**config.mk**
```make
export PLATFORM = sky130hd
export DESIGN_NAME = phy_irq_ctrl
export DESIGN_NICKNAME = d
export VERILOG_FILES = /design/src/rtl/phy_irq_ctrl.sv
export SDC_FILE = /design/constraint.sdc
export NUM_CORES = 1
export LEC_CHECK = 0
export ABC_AREA = 1
export BUFFER_PORTS_ARGS = -buffer_cell sky130_fd_sc_hd__buf_2
export CAP_MARGIN = 40
export CORE_AREA = 2 2 43 45
export DETAILED_ROUTE_END_ITERATION = 7
export DIE_AREA = 0 0 45 47
export PLACE_DENSITY = 0.8
export SLEW_MARGIN = 20
export SYNTH_ARGS = -nofsm -noshare
export SYNTH_HDL_FRONTEND = slang
export SYNTH_SLANG_ARGS = --single-unit
```
**constraint.sdc**
```tcl
create_clock -name clk -period 2.4 [get_ports clk]
set_clock_uncertainty 0.2 [all_clocks]
set_input_delay 0.6 -clock clk [delete_from_list [all_inputs] [get_ports clk]]
set_output_delay 0.6 -clock clk [all_outputs]
set_load 0.005 [all_outputs]
```
**src/rtl/phy_irq_ctrl.sv**
```systemverilog
module phy_irq_ctrl #(
  parameter int ADDR_W     = 5,
  parameter int N_EVT      = 4,
  parameter int ADDR_CTRL  = 0,
  parameter int ADDR_STAT  = 1,
  parameter int ADDR_FAULT = 2,
  parameter int GIE_BIT    = 15
) (
  input  logic              clk,
  input  logic              rst_n,
  input  logic [ADDR_W-1:0] reg_addr,
  input  logic              reg_wr,
  input  logic              reg_rd,
  input  logic [15:0]       reg_wdata,
  output logic [15:0]       reg_rdata,
  input  logic              evt_an_done,
  input  logic              evt_link_chg,
  input  logic              evt_speed_chg,
  input  logic              evt_duplex_chg,
  input  logic              fault_local,
  input  logic              fault_partner,
  output logic              irq_n
);
  localparam logic [ADDR_W-1:0] A_CTRL  = ADDR_W'(ADDR_CTRL);
  localparam logic [ADDR_W-1:0] A_STAT  = ADDR_W'(ADDR_STAT);
  localparam logic [ADDR_W-1:0] A_FAULT = ADDR_W'(ADDR_FAULT);

  logic [N_EVT-1:0] mask_q, stat_q, evt;
  logic             gie_q, fault_q;
  logic             wr_ctrl, rd_stat, rd_fault, fault_in;

  assign evt      = N_EVT'({evt_duplex_chg, evt_speed_chg, evt_link_chg, evt_an_done});
  assign wr_ctrl  = reg_wr && reg_addr == A_CTRL;
  assign rd_stat  = reg_rd && reg_addr == A_STAT;
  assign rd_fault = reg_rd && reg_addr == A_FAULT;
  assign fault_in = fault_local | fault_partner;

  always_ff @(posedge clk or negedge rst_n) begin
    if (!rst_n) begin
      mask_q  <= '0;
      gie_q   <= 1'b0;
      stat_q  <= '0;
      fault_q <= 1'b0;
    end else begin
      if (wr_ctrl) begin
        mask_q <= reg_wdata[N_EVT-1:0];
        gie_q  <= reg_wdata[GIE_BIT];
      end
      stat_q  <= (rd_stat ? '0 : stat_q) | evt;
      fault_q <= (rd_fault ? 1'b0 : fault_q) | fault_in;
    end
  end

  always_comb begin
    reg_rdata = '0;
    case (reg_addr)
      A_CTRL: begin
        reg_rdata[N_EVT-1:0] = mask_q;
        reg_rdata[GIE_BIT]   = gie_q;
      end
      A_STAT:  reg_rdata[N_EVT-1:0] = stat_q;
      A_FAULT: reg_rdata[0] = fault_q;
      default: reg_rdata = '0;
    endcase
  end

  assign irq_n = !(gie_q && |(stat_q & mask_q));

  p_evt_latch_r2: assert property (@(posedge clk) disable iff (!rst_n)
    (evt != '0) |=> ((stat_q & $past(evt)) == $past(evt)));
  p_stat_hold_r2: assert property (@(posedge clk) disable iff (!rst_n)
    (!rd_stat && evt == '0) |=> $stable(stat_q));
  p_read_clear_r3: assert property (@(posedge clk) disable iff (!rst_n)
    (rd_stat && evt == '0) |=> (stat_q == '0));
  p_read_keep_r4: assert property (@(posedge clk) disable iff (!rst_n)
    (rd_stat && evt != '0) |=> (stat_q == $past(evt)));
  p_masked_quiet_r5: assert property (@(posedge clk) disable iff (!rst_n)
    ((stat_q & mask_q) == '0) |-> irq_n);
  p_gie_gate_r7: assert property (@(posedge clk) disable iff (!rst_n)
    !gie_q |-> irq_n);
  p_fault_set_r8: assert property (@(posedge clk) disable iff (!rst_n)
    fault_in |=> fault_q);
  p_fault_sticky_r8: assert property (@(posedge clk) disable iff (!rst_n)
    (fault_q && !rd_fault) |=> fault_q);
endmodule

```
After elaboration in Yosys (flattened, before gate mapping)
Index checks and enable logic that the tools add are counted.
W data, S select, Z words.

word-level totals
  register bits = 10
  bits in latches = 0
  RAM bits = 0
  ROM bits = 0
  input port bits = 31
  logic and storage cells = 22
  memories kept = 0

operators by class
  $add $sub $neg = 0
  multiply operators = 0
  div/mod/pow operators = 0
  magnitude comparators = 0
  equality and inequality tests = 2
  shift-type cells = 0
  multiplexer cells = 5
  bitwise gates (word level) = 4
  reduce and logical (&&, ||, !) cells = 7

operators by type and width
  operator              count
  $pmux W3 S2           1
  $eq A5 B1 Y1 const B  1
  $eq A5 B2 Y1 const B  1
  $logic_not A5 Y1      1
  $and A4 B4 Y4         1
  $logic_and A1 B1 Y1   4
  $mux W4               1
  $or A4 B4 Y4          1
  $reduce_or A4 Y1      1
  $pmux W1 S3           1
  $mux W1               2
  $or A1 B1 Y1          2
  $logic_not A1 Y1      1

Logic depth before layout (Yosys ltp)
  word-level depth = 4
  gate-level depth with buffers = 5
  mapped depth without buffers = 5

Worst setup path before layout
No wires, ideal clock.

  path type = input to output
  from = input port reg_addr[1]
  to = output port reg_rdata[1]
  arrival time = 1,095 ps
  required time = 1,600 ps
  setup slack = 505 ps
  stages on the path = 5
  cells stage by stage = nor2_4 -> inv_2 -> nor2_8 -> nand2_1 -> o21ai_1

between the ends
  word-level cells in the longest chain between the ends = 2
  elaborated cells between the ends (all ways) = 3
  those cells by class = eq/ne: 1; mux: 1; reduce/logical: 1

RTL lines
  element                                           line  source
  start: declaration                                11    input logic [ADDR_W-1:0] reg_addr,
  $eq A5 B1 Y1 or $logic_not A5 Y1 (tied branches)  56    case (reg_addr)
  $pmux W3 S2 *                                     56
  end: declaration                                  15    output logic [15:0] reg_rdata,

Every way passes the cells marked *; elsewhere a longest branch is shown, timed or not.

Final worst setup path
  from = input port reg_addr[1]
  to = output port reg_rdata[2]

The elaborated chain is that of the path after synthesis.

==> flow_summary_export.csv <==
group,metric,value,unit
outcome,status,"complete, no violations",
drt,wl,1.348,mm
placement,io_buffers,25,
timing,setup_tns,0,ns
worst_setup_path,r2r-end,"mask_q[1]",
worst_setup_path,critPathMaxFanout,8,
cts,path_clk_slew,0.06,ns
drt,ant_nets,0,
cts,cts_root_buf,"clkbuf_4",
worst_setup_path,r2r_slack,1.56,ns
drt,vias,629,
worst_hold_path,min_path_cells,2,
yosys,synth_commonest_cells,"nand2_1 (28), buf_4 (11), dfrtp_1 (10), inv_1 (10), nand3_1 (7)",
cts,clk_latency,0.26,ns
yosys,synth-edff-count,0,
yosys,yosysMostFrequentCell,"nand2_1",
drt,m1WireLength,495,um
floorplanning,placementRows,15,
cells_and_area,n_fill_cell,175,
timing,fmax,0.4515,GHz
timing,hold_viol,0,
worst_setup_path,cp.buffers_inverters,3,
yosys,synthDistinctLibCells,15,
worst_setup_path,worstPathCellList,"buf_2, nor2_4, inv_2, nor2_8, nand2_1, o21ai_1, buf_2",
timing,rsz0062_at_grt,"false",
floorplanning,start_util,0.4000,
worst_setup_path,worst-setup-path-type,"in -> out",
floorplanning,core-area,0.001652,mm^2
cells_and_area,layout-drive-gt1-share,0.3009,
floorplanning,io_pins,48,
timing,drv_slew,0,
worst_setup_path,crit_required,1.60,ns
cts,post_cts.repair.setup_buffers,0,
drt,routed-wl-met2,679,um
yosys,synthesis.area,660.6,um^2
yosys,yosysTopAreaCell,"dfrtp_1",
yosys,synth_top_area_frac,0.3788,
worst_setup_path,arrival,1.41,ns
yosys,synthFlopType,"dfrtp_1",
drt,wl_met3,162,um
grt,grt_pass1_wl,2.180,mm
grt,antenna_found_initial,0,
floorplanning,die_area,0.002115,mm^2
yosys,syn_avg_cell_area,7.772,um^2
drt,drtIter0Drc,11,
floorplanning,die_h,47,um
yosys,async_flop_share,1.000,
yosys,synth_seq_area_share,0.3788,
yosys,synth_warnings,0,
placement,hpwl,1.058,mm
grt,globalRoute.totalOverflow,0,
cells_and_area,nets,146,
run,cap_violations,0,
drt,detail_route.wl_per_cell,10.37,um
yosys,yosys-top-cells-area,"dfrtp_1 (38%), nand2_1 (16%), buf_4 (13%), nor2_8 (6.1%), inv_1 (5.7%)",
worst_hold_path,hp-class,"reg -> reg",
worst_setup_path,crit_top_cell,"buf_2",
worst_setup_path,critPathSlowestCell,"nor2_4",
worst_setup_path,cp-start-kind,"primary input",
drt,drt_pre_antenna_iters,4,
cells_and_area,final_area,794.5,um^2
worst_setup_path,critPathTopFamily,"simple AND/OR/NAND/NOR gates",
cts,cts_buffers,3,
cts,cts.sinks,10,
cts,cts_max_path_buffers,2,
drt,drc,0,
power,power.leakage,0.0005010,uW
timing,setup_violations,0,
worst_setup_path,r2r-start,"mask_q[1]",
worst_setup_path,r2r_cells,2,
power,powerDensity,493.1,mW/mm^2
cells_and_area,diodes,0,
cts,cts_tree,"built",
cts,h-tree-depth,1,
drt,vias_per_cell,4.838,
worst_hold_path,hold_path.startpoint,"fault_q",
cts,post_cts_resized,0,
yosys,syn_inst,85,
placement,placed_area,762.0,um^2
drt,top_layer_used,"met4",
yosys,ys_ff_latch,10,
worst_setup_path,cp_slowest_stage_delay,0.16,ns
timing,whs,0.2771,ns
placement,gp_congestion,0.8294,
grt,grt_use_total,0.1444,
cells_and_area,area_growth,20.27,%
power,vdd_drop_max,297.8,uV
floorplanning,die_x,45,um
timing,fin_crit_sh,0.9229,
grt,grt_max_degree,11,
timing,period_needed,2.215,ns
worst_hold_path,min_to,"fault_q",
worst_setup_path,cp-end-kind,"output pin",
grt,grt_pass1_vias,579,
[state kept, by name (all words and copies together) (netlist names)]
register and flops:
fault_q 1, gie_q 1, mask_q 4, stat_q 4
[final cells by class]
| type | count | area [um^2] | share of cell area |
|---|---|---|---|
| Timing Repair Buffer | 26 | 135.1 | 0.1701 |
| Sequential cell | 10 | 250.2 | 0.3150 |
| Multi-Input combinational cell | 63 | 324.1 | 0.4079 |
| Inverter | 11 | 41.29 | 0.05197 |
| Clock buffer | 3 | 22.52 | 0.02835 |
| Tap cell | 17 | 21.27 | 0.02677 |
[worst min-delay path: stages (launching register included)]
cell and delay (ns):
dfrtp_1 0.34, nand2_1 0.05, nand2_1 0.05
[power by group]
| part | switching (uW) | internal (uW) |
|---|---|---|
| clock | 52.6 | 57.7 |
| sequential | 14.5 | 185 |
| combinational | 47.2 | 34.5 |
| total | 114 | 277 |
[what timing repair did]
| item | CTS | global route |
|---|---|---|
| hold buffers | 1 | 0 |
| hold endpoints to repair | 10 | 0 |
| endpoints found under the setup margin | 0 | 0 |
[cells in the final DEF (no fill, tap or decap)]
cell,n
buf_2,25
nor2_1,2
nand4_1,6
clkbuf_4,3
nor2_4,1
o21ai_1,3
dfrtp_1,10
inv_2,1
nand2_4,1
conb_1,11
nand3_1,7
inv_1,10
nor3b_1,1
nand2_1,28
dlygate4sd3_1,1
nor2_8,2
nand4_2,1
[worst max-delay path by stage]
stage / startpoint / end / slack, ns / cells past startpoint
after floorplan: reg_addr[1] / reg_rdata[1] / 0.51 / 5
after global placement: reg_addr[1] / reg_rdata[2] / 0.20 / 7
after detailed placement: reg_addr[1] / reg_rdata[2] / 0.19 / 7
after CTS: reg_addr[1] / reg_rdata[2] / 0.19 / 7
after global routing: reg_addr[1] / reg_rdata[2] / 0.11 / 7
final: reg_addr[1] / reg_rdata[2] / 0.19 / 7
[cells by family after synthesis]
group           synth area share
flops                     0.3788
buf+inv                   0.1875
other cells             0.005676
compound gates           0.02272
simple gates              0.4053
[routing by layer]
metal	global-route usage	up-vias
li1	-	303
met1	0.1643	275
met2	0.2629	49
met3	0.01154	2
met4	0.08824	0
met5	0	-
[metrics by stage]
stage	utilization	setup WS [ns]	total power [uW]	std cells
3_5_place_dp	0.4614	0.1924	281.8	126
2_1_floorplan	-	0.5050	255.1	95
5_1_grt	0.4811	0.1114	414.4	130
6_report	0.4811	0.1850	391.8	130
4_1_cts	0.4811	0.1853	395.4	130
3_3_place_gp	0.4614	0.2046	276.8	126
No activity file was read; power rests on OpenSTA's default activity.
